===== src/rtl/idata_pkg.sv =====
package idata_pkg;
  typedef enum logic [1:0] {
    ACC_BYTE = 2'b00,
    ACC_REG  = 2'b01,
    ACC_BIT  = 2'b10,
    ACC_RSVD = 2'b11
  } acc_kind_e;
endpackage


===== src/rtl/idata_bank_map.sv =====
module idata_bank_map #(
  parameter int unsigned ADDR_W        = 8,
  parameter int unsigned REGS_PER_BANK = 8,
  parameter int unsigned NUM_BANKS     = 4,
  localparam int unsigned REG_W  = $clog2(REGS_PER_BANK),
  localparam int unsigned BANK_W = $clog2(NUM_BANKS)
) (
  input  logic [BANK_W-1:0] bank_i,
  input  logic [REG_W-1:0]  reg_i,
  output logic [ADDR_W-1:0] addr_o
);
  always_comb begin
    addr_o = ADDR_W'(bank_i) * ADDR_W'(REGS_PER_BANK) + ADDR_W'(reg_i);
  end
endmodule


===== src/rtl/idata_bit_map.sv =====
module idata_bit_map #(
  parameter int unsigned ADDR_W        = 8,
  parameter int unsigned DATA_W        = 8,
  parameter int unsigned BIT_BYTE_BASE = 32,
  localparam int unsigned POS_W = $clog2(DATA_W)
) (
  input  logic [ADDR_W-1:0] bit_addr_i,
  output logic [ADDR_W-1:0] byte_addr_o,
  output logic [POS_W-1:0]  pos_o,
  output logic              sfr_o
);
  always_comb begin
    pos_o = bit_addr_i[POS_W-1:0];
    sfr_o = bit_addr_i[ADDR_W-1];
    if (sfr_o) begin
      // upper bit space: aligned register byte
      byte_addr_o = {bit_addr_i[ADDR_W-1:POS_W], {POS_W{1'b0}}};
    end else begin
      byte_addr_o = ADDR_W'(BIT_BYTE_BASE) + (bit_addr_i >> POS_W);
    end
  end
endmodule


===== src/rtl/idata_rmw.sv =====
module idata_rmw #(
  parameter int unsigned ADDR_W = 8,
  parameter int unsigned DATA_W = 8,
  localparam int unsigned POS_W = $clog2(DATA_W)
) (
  input  logic              clk_i,
  input  logic              rst_ni,
  input  logic              start_i,
  input  logic [ADDR_W-1:0] addr_i,
  input  logic              sfr_i,
  input  logic [POS_W-1:0]  pos_i,
  input  logic              bit_i,
  input  logic [DATA_W-1:0] rdata_i,
  output logic              busy_o,
  output logic [ADDR_W-1:0] addr_o,
  output logic              sfr_o,
  output logic [DATA_W-1:0] wdata_o
);
  logic              busy_q;
  logic [ADDR_W-1:0] addr_q;
  logic              sfr_q;
  logic [POS_W-1:0]  pos_q;
  logic              bit_q;
  logic [DATA_W-1:0] byte_q;

  always_ff @(posedge clk_i or negedge rst_ni) begin
    if (!rst_ni) begin
      busy_q <= 1'b0;
      addr_q <= '0;
      sfr_q  <= 1'b0;
      pos_q  <= '0;
      bit_q  <= 1'b0;
      byte_q <= '0;
    end else begin
      busy_q <= start_i & ~busy_q;
      if (start_i && !busy_q) begin
        addr_q <= addr_i;
        sfr_q  <= sfr_i;
        pos_q  <= pos_i;
        bit_q  <= bit_i;
        byte_q <= rdata_i;
      end
    end
  end

  for (genvar g = 0; g < DATA_W; g++) begin : g_merge
    assign wdata_o[g] = (pos_q == POS_W'(g)) ? bit_q : byte_q[g];
  end

  assign busy_o = busy_q;
  assign addr_o = addr_q;
  assign sfr_o  = sfr_q;

  p_busy_single_r9: assert property (@(posedge clk_i) disable iff (!rst_ni)
    busy_q |=> !busy_q);
  p_wb_after_start_r8: assert property (@(posedge clk_i) disable iff (!rst_ni)
    (start_i && !busy_q) |=> busy_q);
endmodule


===== src/rtl/idata_mapper.sv =====
module idata_mapper #(
  parameter int unsigned ADDR_W        = 8,
  parameter int unsigned DATA_W        = 8,
  parameter int unsigned REGS_PER_BANK = 8,
  parameter int unsigned NUM_BANKS     = 4,
  parameter int unsigned BIT_BYTES     = 16,
  localparam int unsigned REG_W     = $clog2(REGS_PER_BANK),
  localparam int unsigned BANK_W    = $clog2(NUM_BANKS),
  localparam int unsigned POS_W     = $clog2(DATA_W),
  localparam int unsigned BANK_SPAN = REGS_PER_BANK * NUM_BANKS,
  localparam int unsigned BIT_BASE  = BANK_SPAN
) (
  input  logic              clk_i,
  input  logic              rst_ni,
  input  logic              req_i,
  input  logic              we_i,
  input  logic              direct_i,
  input  logic [1:0]        kind_i,
  input  logic [ADDR_W-1:0] addr_i,
  input  logic [REG_W-1:0]  reg_num_i,
  input  logic [BANK_W-1:0] bank_i,
  input  logic [DATA_W-1:0] wdata_i,
  input  logic              bit_val_i,
  input  logic [DATA_W-1:0] rdata_i,
  output logic              ram_sel_o,
  output logic              sfr_sel_o,
  output logic [ADDR_W-1:0] mem_addr_o,
  output logic              mem_we_o,
  output logic [DATA_W-1:0] mem_wdata_o,
  output logic [DATA_W-1:0] rdata_o,
  output logic              busy_o
);
  import idata_pkg::*;

  acc_kind_e         kind;
  logic [ADDR_W-1:0] reg_addr;
  logic [ADDR_W-1:0] bit_byte;
  logic [POS_W-1:0]  bit_pos;
  logic              bit_sfr;
  logic              busy;
  logic [ADDR_W-1:0] wb_addr;
  logic              wb_sfr;
  logic [DATA_W-1:0] wb_data;
  logic              accept;
  logic              dec_valid;
  logic              dec_sfr;
  logic [ADDR_W-1:0] dec_addr;
  logic              start_bw;

  assign kind = acc_kind_e'(kind_i);

  idata_bank_map #(
    .ADDR_W(ADDR_W), .REGS_PER_BANK(REGS_PER_BANK), .NUM_BANKS(NUM_BANKS)
  ) u_bank_map (
    .bank_i(bank_i), .reg_i(reg_num_i), .addr_o(reg_addr)
  );

  idata_bit_map #(
    .ADDR_W(ADDR_W), .DATA_W(DATA_W), .BIT_BYTE_BASE(BIT_BASE)
  ) u_bit_map (
    .bit_addr_i(addr_i), .byte_addr_o(bit_byte), .pos_o(bit_pos), .sfr_o(bit_sfr)
  );

  always_comb begin
    dec_valid = 1'b1;
    dec_sfr   = 1'b0;
    dec_addr  = addr_i;
    unique case (kind)
      ACC_BYTE: dec_sfr = direct_i & addr_i[ADDR_W-1];
      ACC_REG:  dec_addr = reg_addr;
      ACC_BIT: begin
        dec_addr = bit_byte;
        dec_sfr  = bit_sfr;
      end
      default:  dec_valid = 1'b0;
    endcase
  end

  assign accept   = req_i & ~busy & dec_valid;
  assign start_bw = accept & (kind == ACC_BIT) & we_i;

  idata_rmw #(
    .ADDR_W(ADDR_W), .DATA_W(DATA_W)
  ) u_rmw (
    .clk_i(clk_i), .rst_ni(rst_ni), .start_i(start_bw),
    .addr_i(dec_addr), .sfr_i(dec_sfr), .pos_i(bit_pos), .bit_i(bit_val_i),
    .rdata_i(rdata_i), .busy_o(busy), .addr_o(wb_addr), .sfr_o(wb_sfr),
    .wdata_o(wb_data)
  );

  always_comb begin
    ram_sel_o   = 1'b0;
    sfr_sel_o   = 1'b0;
    mem_addr_o  = '0;
    mem_we_o    = 1'b0;
    mem_wdata_o = '0;
    if (busy) begin
      ram_sel_o   = ~wb_sfr;
      sfr_sel_o   = wb_sfr;
      mem_addr_o  = wb_addr;
      mem_we_o    = 1'b1;
      mem_wdata_o = wb_data;
    end else if (accept) begin
      ram_sel_o   = ~dec_sfr;
      sfr_sel_o   = dec_sfr;
      mem_addr_o  = dec_addr;
      mem_we_o    = we_i & (kind != ACC_BIT);
      mem_wdata_o = wdata_i;
    end
  end

  assign rdata_o = (accept && kind == ACC_BIT) ? DATA_W'(rdata_i[bit_pos]) : rdata_i;
  assign busy_o  = busy;

  p_sel_excl_r1: assert property (@(posedge clk_i) disable iff (!rst_ni)
    !(ram_sel_o && sfr_sel_o));
  p_ind_no_sfr_r2: assert property (@(posedge clk_i) disable iff (!rst_ni)
    (req_i && !busy_o && kind_i == 2'b00 && !direct_i) |-> (ram_sel_o && !sfr_sel_o));
  p_reg_bank_r4: assert property (@(posedge clk_i) disable iff (!rst_ni)
    (req_i && !busy_o && kind_i == 2'b01) |-> (ram_sel_o && mem_addr_o < ADDR_W'(BANK_SPAN)));
  p_bit_window_r5: assert property (@(posedge clk_i) disable iff (!rst_ni)
    (req_i && !busy_o && kind_i == 2'b10 && !addr_i[ADDR_W-1]) |->
    (ram_sel_o && mem_addr_o >= ADDR_W'(BIT_BASE) && mem_addr_o < ADDR_W'(BIT_BASE + BIT_BYTES)));
  p_bit_no_write_r7: assert property (@(posedge clk_i) disable iff (!rst_ni)
    (req_i && !busy_o && kind_i == 2'b10) |-> !mem_we_o);
  p_wb_addr_hold_r8: assert property (@(posedge clk_i) disable iff (!rst_ni)
    busy_o |-> (mem_we_o && mem_addr_o == $past(mem_addr_o)));
  p_wb_one_bit_r8: assert property (@(posedge clk_i) disable iff (!rst_ni)
    busy_o |-> ($countones(mem_wdata_o ^ $past(rdata_i)) <= 1));
  p_idle_quiet_r11: assert property (@(posedge clk_i) disable iff (!rst_ni)
    (!req_i && !busy_o) |-> (!ram_sel_o && !sfr_sel_o && !mem_we_o));
endmodule


===== config.mk =====
export PLATFORM = sky130hd
export DESIGN_NAME = idata_mapper
export DESIGN_NICKNAME = d
export VERILOG_FILES = /design/src/rtl/idata_pkg.sv /design/src/rtl/idata_bank_map.sv /design/src/rtl/idata_bit_map.sv /design/src/rtl/idata_rmw.sv /design/src/rtl/idata_mapper.sv
export SDC_FILE = /design/constraint.sdc
export NUM_CORES = 1
export LEC_CHECK = 0
export ABC_CLOCK_PERIOD_IN_PS = 3100
export CAP_MARGIN = 10
export CORE_MARGIN = 4
export CORE_UTILIZATION = 45
export CTS_BUF_LIST = sky130_fd_sc_hd__clkbuf_4
export DETAILED_ROUTE_END_ITERATION = 10
export PLACE_DENSITY_LB_ADDON = 0.15
export SLEW_MARGIN = 20
export SYNTH_ARGS = -nofsm -noshare
export SYNTH_HDL_FRONTEND = slang
export SYNTH_SLANG_ARGS = --single-unit
export TNS_END_PERCENT = 50

===== constraint.sdc =====
create_clock -name clk_i -period 3.1 [get_ports clk_i]
set_input_delay 0.465 -clock clk_i [delete_from_list [all_inputs] [get_ports clk_i]]
set_output_delay 0.465 -clock clk_i [all_outputs]
set_load 0.02 [all_outputs]

* Word level (Yosys, flattened, before mapping)
Cells that the tools add are included.
Storage, ports and cells: register bits after elaboration 22, input port bits 37
Cells by class: add/sub/neg operators 2, magnitude comparators 1, equal/unequal tests 10, mux-type cells 25, bitwise gates (word level) 10, reductions and logical operators 6
Operators by type and width (number):
- two-way mux 8 bit | 6
- two-way mux 1 bit | 16
- one-hot mux 8 bit (2 select lines) | 1
- equality test 3 bit, second input constant | 4
- adder 6 x 5 -> 7 bit, first input constant | 1
- AND 1 bit | 7
- adder 5 x 3 -> 6 bit | 1
- equality test 3 x 2 -> 1 bit, second input constant | 2
- less-than comparator 3 x 4 -> 1 bit, second input constant | 1
- binary-select mux 1 bit (select 3 bit) | 1
- equality test 3 x 1 -> 1 bit, second input constant | 1
- zero test 3 bit | 1
- NOT 1 bit | 3
- OR reduction 3 bit | 1
- equality test 2 x 1 -> 1 bit, second input constant | 1
- equality test 2 bit, second input constant | 1
- logical AND 1 bit | 2
- zero test 2 bit | 1
- inequality test 2 bit, second input constant | 1
- one-hot mux 1 bit (2 select lines) | 1
- zero test 1 bit | 1

* Logic depth before layout (Yosys ltp)
Gate-level depths: netlist (run 1).
depth after elaboration 7, gate-level depth with buffers 7, mapped depth without buffers 6

* Modules after synthesis
From an unflattened synthesis (run 1), not the netlist that was laid out.
Unflattened totals: cell total of the unflattened synthesis 164, area total of the unflattened synthesis 1757.9 um2
By module, submodules not included:
- idata_rmw | times used 1, cells an instance 65, area each 1017.2 um2, seq. area each 550.5 um2
- idata_mapper | times used 1, cells an instance 78, area each 576.8 um2, seq. area each 0.0 um2
- idata_bit_map | times used 1, cells an instance 12, area each 100.1 um2, seq. area each 0.0 um2
- idata_bank_map | times used 1, cells an instance 9, area each 63.8 um2, seq. area each 0.0 um2

* Worst setup path before layout (run 1)
No wires, ideal clock.
path kind in2out, from input port kind_i[0], to output port mem_addr_o[5], arrival time 1.680 ns, data required time 2.635 ns, slack 0.955 ns, stages 7, cell sequence inv_1 > ha_1 > buf_2 > inv_1 > nor2_1 > o22ai_1 > o21ai_0
Between the ends: cells in the longest elaborated chain, start to end 6, elaborated cells on any way between the ends 9
Ends and longest elaborated chain:
- start: declaration | line idata_mapper.sv:18 | input logic [1:0] kind_i,
- equality test 2 bit, or another cell as far along | line idata_mapper.sv:68 | unique case (kind)
- OR reduction 3 bit (no source line)
- two-way mux 1 bit | line idata_mapper.sv:68
- AND 1 bit | line idata_mapper.sv:79 | assign accept = req_i & ~busy & dec_valid;
- two-way mux 8 bit (*) | line idata_mapper.sv:103 | end else if (accept) begin
- two-way mux 8 bit (*) | line idata_mapper.sv:97 | if (busy) begin
- end: declaration | line idata_mapper.sv:27 | output logic [ADDR_W-1:0] mem_addr_o,
Mark *: on every way between the ends. The rest lies on a longest branch, timed or not.

* Worst setup path after layout (run 1)
from input port kind_i[0], to output port mem_addr_o[1]
Same word-level chain as after synthesis.

==> results of run 1 <==
placed cells by master, fill, tap and decap left out, types with 2 or more instances in the layout:
master           netlist  routed
o21ai_1                2       2
dlymetal6s2s_1         0       4
nor2b_1                9       9
ha_1                   5       5
nor2_1                11      11
clkdlybuf4s50_1        0      59
o21ai_0               16      16
clkbuf_4               0       3
o22ai_1                2       2
a22o_1                 6       6
mux2i_1               13      13
a221oi_1               3       3
inv_2                  2       2
dfrtp_1               22      22
mux2_2                 3       3
buf_4                  1       8
nand3_1                2       2
nand2_1               65      65
inv_1                  4       4
worst reg2reg max path, delay by kind of cell, from the launching register on:
| kind | cells | cell delay, ps |
|---|---|---|
| buffers and inverters | 3 | 650 |
| DFF | 1 | 390 |
| muxes | 1 | 380 |
| and+or+nand+nor | 1 | 170 |
registers in the layout (all words and copies together) (netlist names):
signal and count:
u_rmw.addr_o 8, u_rmw.byte_q 8, u_rmw.pos_q 3, u_rmw.bit_q 1, u_rmw.busy_o 1, u_rmw.sfr_o 1
synth_stat cells (2+ instances only):
| master | number |
|---|---|
| a221oi_1 | 3 |
| mux2i_1 | 13 |
| o21ai_1 | 2 |
| mux2_2 | 3 |
| nand2_1 | 65 |
| a22o_1 | 6 |
| inv_2 | 2 |
| nor2_1 | 11 |
| buf_2 | 8 |
| nand3_1 | 2 |
| dfrtp_1 | 22 |
| nor2b_1 | 9 |
| ha_1 | 5 |
| clkbuf_1 | 3 |
| inv_1 | 4 |
| o21ai_0 | 16 |
| o22ai_1 | 2 |
metrics by stage:
stage / utilization, % / instances / total power [W]
3_5_place_dp: 70.1 / 293 / 0.000710
6_report: 71.9 / 297 / 0.000922
2_1_floorplan: - / 191 / 0.000575
5_1_grt: 71.9 / 297 / 0.000984
4_1_cts: 71.8 / 297 / 0.000928
3_3_place_gp: 70.1 / 293 / 0.000702
worst max path at each step:
| stage | endpoint | startpoint | cells past startpoint |
|---|---|---|---|
| 5_1_grt | mem_addr_o[4] | kind_i[1] | 8 |
| 4_1_cts | mem_addr_o[2] | kind_i[0] | 8 |
| 6_report | mem_addr_o[1] | kind_i[0] | 8 |
| 3_5_place_dp | mem_addr_o[2] | kind_i[0] | 8 |
| 3_3_place_gp | mem_addr_o[2] | kind_i[0] | 8 |
| 2_1_floorplan | mem_addr_o[5] | kind_i[0] | 7 |
per-layer routing:
layer  wire [um]  share of wire, %
met5           0                 0
met4          38              0.96
met3         208               5.3
met1        1750                44
met2        1950                49
layout make-up:
class / instances / area share, %
Multi-Input combinational cell: 149 / 38.4
Timing Repair Buffer: 72 / 31.4
Sequential cell: 22 / 24.5
Tap cell: 44 / 2.45
Clock inverter: 1 / 1.33
Clock buffer: 3 / 1.00
Inverter: 6 / 1.00
cell families (layout without fill, tap and decap cells):
| group | Yosys count | count (layout) | synth area share (%) |
|---|---|---|---|
| flip-flops | 22 | 22 | 36.5 |
| AO/OA/AOI/OAI | 32 | 32 | 13.6 |
| AND/OR/NAND/NOR | 94 | 94 | 26.3 |
| buffers and inverters | 20 | 82 | 6.38 |
| adder cells (fa/ha/maj) | 5 | 5 | 4.14 |
| multiplexers | 18 | 18 | 13.1 |
power by group:
part           internal [W]  leakage (nW)  total (W)  switching [W]
clock              0.000131        0.0279   0.000221      0.0000907
combinational      0.000163         0.791   0.000303       0.000140
sequential         0.000346         0.280   0.000398      0.0000518
timing repair:
action / 4_1_cts / 5_1_grt
gates resized for setup: 0 / 4
endpoints found under the setup margin: 0 / 4
buffers inserted: 0 / 0
==> run summary, run 1 <==
The run finished with clean final reports. The total length of routed wires came out at 3940 um. The tree is rooted in a clkbuf_4. The largest net degree at the start of global routing is 23. The count of maximum capacitance violations came out at 0. The initial antenna violation count is 0.

TritonCTS built the clock tree. The horizontal die dimension is 65.9 um. The remaining design rule violation count came out at 0. The top-level port count is 65.

The number of buffers inserted during clock tree synthesis is 3. The highest clock frequency the design can meet is 330 MHz. The number of levels in the clock H-tree came out at 1. After technology mapping, the gate count stands at 191.

The measured slew at the worst slew-check pin came out at 496 ps. The worst pin sits at a relative slew slack of 66.9%. After filler insertion, the fill cell instance count of the layout stands at 259.

The worst register-to-register path begins at u_rmw.busy_o. The signal on the critical path passes through clkdlybuf4s50_1, inv_1, ha_1, nor2b_1, a221oi_1, nor2_1, a22o_1, clkdlybuf4s50_1. Global routing used 22.2% of the available met1 tracks. The half-perimeter wire length after placement came out at 3150 um. The number of setup violations in the final report is 0. The worst-case clock skew is 14.0 ps. STA classifies the critical path startpoint as an input pin. The hold buffer count at cts is 0. The most utilized layer in the global route result is met2. The share of the yosys chip area belonging to registers is 36.5%.

The routability congestion estimate from global placement came out at 0.942. Together, buffers and inverters on the worst path number 3. Counting cells, the worst reg-to-reg path comes to 5.

In the synthesized netlist the dominant register cell turns out to be dfrtp_1. The post-layout instance area came out at 0.00225 mm^2. The via density per instance came out at 5.03.

The critical setup path kind is input pin to output port. The clock latency at the later pin of the worst-skew pair is 310 ps. The number of slew-limit violations in the final report is 0. Timing analysis after detailed placement gives a worst setup slack of 22.9 ps. STA classifies the critical path endpoint as an output port. The worst hold slack came out at 96.5 ps. The via count of the first global-routing pass is 1466. The sum of overflow across all layers after global routing is 0. The area inside the core boundary came out at 0.00313 mm^2. On the critical path the largest part of the delay comes from buffers and inverters. Once placement finished, the instance area stood at 0.00219 mm^2. In this run the worst hold path is classified as input pin to async pin. The mean instance size in the synthesized netlist is 7.91 um^2.

The number of distinct library cells after synthesis came out at 32. Summing all multi-input logic gate instances after layout gives 863 um^2. Global routing used 34.4% of the available met2 tracks. The largest stage delay on the critical path is 530 ps.

The power density over the cells came out at 410 mW/mm^2. The minimum clock period after layout came out at 3030 ps. The area share of the largest cell type after synthesis came out at 36.5%. The number of placement rows came out at 20. The final clock period utilization by the worst path came out at 97.6%. The count of antenna diodes in the layout came out at 0. The met3 track utilization from global routing came out at 2.89%. The first-pass iteration count of the detailed router is 4. The largest vdd supply drop is 0.000220 V.

The number of enable flip-flop cells after synthesis is 0. The number of clock sinks came out at 22. The data arrival time of the critical path is 2560 ps.

The total global routing track utilization came out at 18.6%. Setup total negative slack on the finished layout was measured at 0 ps. The register cell area after layout came out at 551 um^2. The total nets after synthesis came out at 233. The analysis attributes to cell leakage a power of 1.10 nW. The synthesized design contains 22 register bits. The largest individual stage delay along the critical path comes from the cell clkdlybuf4s50_1. Counting stages on the worst path, the most repeated cell is clkdlybuf4s50_1. Input and output buffers added on the ports amount to 64. The area enclosed by the die boundary is 0.00435 mm^2. The final net count came out at 296. The fraction of synthesis flops using an asynchronous set or reset pin came out at 100%. Yosys printed 0 warnings. The share of final-layout standard cells stronger than drive strength 1 is 7.51%.

The biggest fanout along the worst timing path is 5. In this run the remaining antenna-violating nets after routing total 0. From bottom edge to top edge, the die measures 65.9 um.

The area growth from synthesis to final layout is 49.0%. The data required time at the worst endpoint came out at 2630 ps. The starting density of the core is 48.3%. After clock tree synthesis, the clock-pin slew on the worst setup and hold paths is 140 ps.

By area the synthesized netlist is led by dfrtp_1, nand2_1, mux2i_1, o21ai_0, ha_1. The violation count after the first detailed-route iteration came out at 70. The worst register-to-register path has a setup slack of 1430 ps. The worst register-to-register path ends at u_rmw.addr_o[3]. Counting along the longest clock path gives a buffer depth of 2. The total via count after detailed routing is 1494. The worst path meets setup with 73.3 ps of slack. Of all cell types, the one taking the most synthesized area is dfrtp_1.

In the final routed layout, each cell accounts on average for 13.3 um. The wire length of the first global-routing pass is 6390 um. Setup repair after global routing left no endpoint under its margin. The number of failing hold endpoints at the final stage is 0. In this run the cell area of the synthesized design comes to 0.00151 mm^2.
No activity file was read; power rests on OpenSTA's default activity.
==> run 2: changes to the inputs <==
ABC_CLOCK_PERIOD_IN_PS = unset   (was 3100)
PLACE_DENSITY = 0.94   (was unset)
PLACE_DENSITY_LB_ADDON = unset   (was 0.15)
==> run summary, run 2 (synthesized netlist as in run 1, its figures left out) <==
CTS built an H-tree with a depth of 1. The half-perimeter wire length after placement is 3400 um. The number of slew-limit violations in the final report came out at 0. The portion of total power attributed to combinational logic is 36.4%. The post-CTS setup buffer count is 0. The proportion of power drawn by the clock network is 15.8%.

The data arrival time of the critical path came out at 2520 ps. The highest clock frequency the design can meet is 335 MHz. The standard cell area after detailed placement is 0.00218 mm^2.

STA classifies the critical path startpoint as an input pin. Leaving out fill and tap cells, the most frequent cells in the layout are nand2_1, clkdlybuf4s50_1, dfrtp_1. The measured slew at the worst slew-check pin is 493 ps. The library cell used most frequently in the layout, excluding fill and tap cells, is nand2_1. The endpoint of the most critical register-to-register path is u_rmw.addr_o[0]. The number of setup violations in the final report came out at 0. The post-layout instance area came out at 0.00224 mm^2. The cell repeated most along the worst path is clkdlybuf4s50_1. The clock-pin slew of the registers on the worst-case setup and hold paths came out at 120 ps. The post-place setup slack came out at 24.3 ps. In this run the tightest slew margin relative to its limit is 67.2%. The share of final-layout standard cells stronger than drive strength 1 is 7.14%.

The number of nets with antenna violations after detailed routing came out at 0. The area growth from synthesis to final layout is 48.1%. For the worst setup path, the data required time is 2630 ps. Counting every sink on the clock net gives 22. The area enclosed by the die boundary is 0.00435 mm^2.

The number of buffers inserted during clock tree synthesis is 3. The via count of the first global-routing pass is 1549. The biggest fanout along the worst timing path is 5. Across the run, the number of max-cap violations was 0. In this run the critical register-to-register path is launched from u_rmw.busy_o. The internal power of the cells came out at 0.000554 W. The clock latency at the later pin of the worst-skew pair came out at 310 ps. The switching share of power came out at 34.0%.

Hold repair after CTS inserted 0 buffers. The sum of overflow across all layers after global routing came out at 0. The min-delay analysis places its worst path in the category input pin to async pin.

The largest stage delay on the critical path came out at 610 ps. The final worst slack is 111 ps. The count of antenna diodes in the layout came out at 0.

The first global-routing pass estimated 7080 um of wire. Clock skew on the completed layout was measured at 3.18 ps. The reg-to-reg setup timing slack is 1340 ps.

The top-level port count came out at 65. The via density per instance is 5.35. The final clock period utilization by the worst path came out at 96.4%. The count of buffers inserted at the top-level ports came out at 64. The number of buffers on the longest clock path is 2.

Across every metal layer, demand over resource in global routing totals 20.8%. The slowest stage of the critical path is the clkdlybuf4s50_1 cell. The routability congestion estimate from global placement came out at 0.956. The wire length per cell after detailed routing is 14.6 um.

The worst setup path is of the input pin to output port kind. The leakage power total is 1.17 nW. The final net count came out at 295. Measured along the x axis, the die boundary spans 65.9 um. The die is 65.9 um tall. The run finished with clean final reports. The cell count of the worst reg-to-reg path came out at 4. TritonCTS built the clock tree. The filler cell count is 254.

IR analysis of the VDD net gives a maximum drop of 0.000190 V. The total negative slack for setup checks came out at 0 ps. The violation count after the first detailed-route iteration came out at 116. The initial antenna violation count came to 0.

The starting density of the core is 48.3%. The critical path goes through clkdlybuf4s50_1, ha_1, and2b_1, and3_1, buf_4, nor2b_1, clkdlybuf4s50_1. The startpoint of the most critical setup path is kind_i[1]. The sum of internal, switching and leakage power came out at 0.000840 W. The smallest clock period supported by the final layout is computed as 2990 ps. The multi-input combinational cells in the finished layout cover a total of 870 um^2. The first-pass iteration count of the detailed router came out at 5.

The sequential cell fraction of total power came out at 47.8%. The root buffer cell chosen for the clock tree is clkbuf_4. In this run the core area contains 20 standard-cell rows.

The largest net degree at the start of global routing is 23. In the final layout, flip-flops and latches occupy 551 um^2. In this run the power spent charging and discharging nets is 0.000286 W.

The area inside the core boundary came out at 0.00313 mm^2. The total via count after detailed routing came out at 1583. STA classifies the critical path endpoint as an output port. The total length of routed wires is 4330 um. The power density over the cells is 376 mW/mm^2. The remaining design rule violation count is 0. The number of failing hold endpoints at the final stage is 0.
run 2: cell count changes in the layout (fill, tap and decap cells not counted), sizes merged:
cell / previous run / this run
clkdlybuf4s50: 59 / 53
clkinv: 0 / 1
bufinv: 1 / 0
dlymetal6s2s: 4 / 10
buf: 9 / 8
run 2: how the worst max path moves through the flow:
stage                          to  depth (start not counted)
finish                 rdata_o[7]                          7
global placement    mem_addr_o[2]                          8
detailed placement  mem_addr_o[1]                          8
CTS                 mem_addr_o[1]                          8
global route           rdata_o[7]                          7
floorplan           mem_addr_o[5]                          7
run 2: layout make-up:
cell class,count,share of cell area (%)
clock inverters,1,0.168
multi-input cells,149,38.9
well taps,44,2.46
repair buffers,71,31.9
inverters,6,1.01
clock buffers,3,1.01
flip-flops and latches,22,24.6
run 2: power by group through the flow:
stage	clock network, W	logic (W)	registers, W
2_1_floorplan	0	0.000202	0.000372
3_3_place_gp	0	0.000299	0.000402
3_5_place_dp	0	0.000308	0.000406
4_1_cts	0.000136	0.000309	0.000400
5_1_grt	0.000146	0.000339	0.000410
6_report	0.000133	0.000306	0.000402
run 2: worst max-delay path, delay by kind of cell:
family / cells / cell delay [ps]
buffers and inverters: 3 / 1310
and+or+nand+nor: 3 / 590
adders and majority gates: 1 / 160
run 2: timing repair:
action	4_1_cts	5_1_grt
endpoints found under the hold margin	0	0
setup endpoints to repair	0	9
gates resized for setup	0	11
run 2: stage by stage:
stage | utilization (%) | hold slack (ps) | instances
2_1_floorplan | - | 169 | 191
3_3_place_gp | 69.8 | 456 | 292
3_5_place_dp | 69.8 | 465 | 292
4_1_cts | 70.7 | 495 | 296
5_1_grt | 71.5 | 135 | 296
6_report | 71.5 | 103 | 296
run 2: per-layer routing:
| metal | vias to the layer above | global-route usage [%] | part of all wire [%] |
|---|---|---|---|
| met4 | 0 | 7.87 | 1.6 |
| li1 | 758 | - | - |
| met1 | 754 | 24.4 | 42 |
| met5 | - | 0 | 0 |
| met2 | 64 | 38.2 | 50 |
| met3 | 7 | 2.55 | 6.4 |
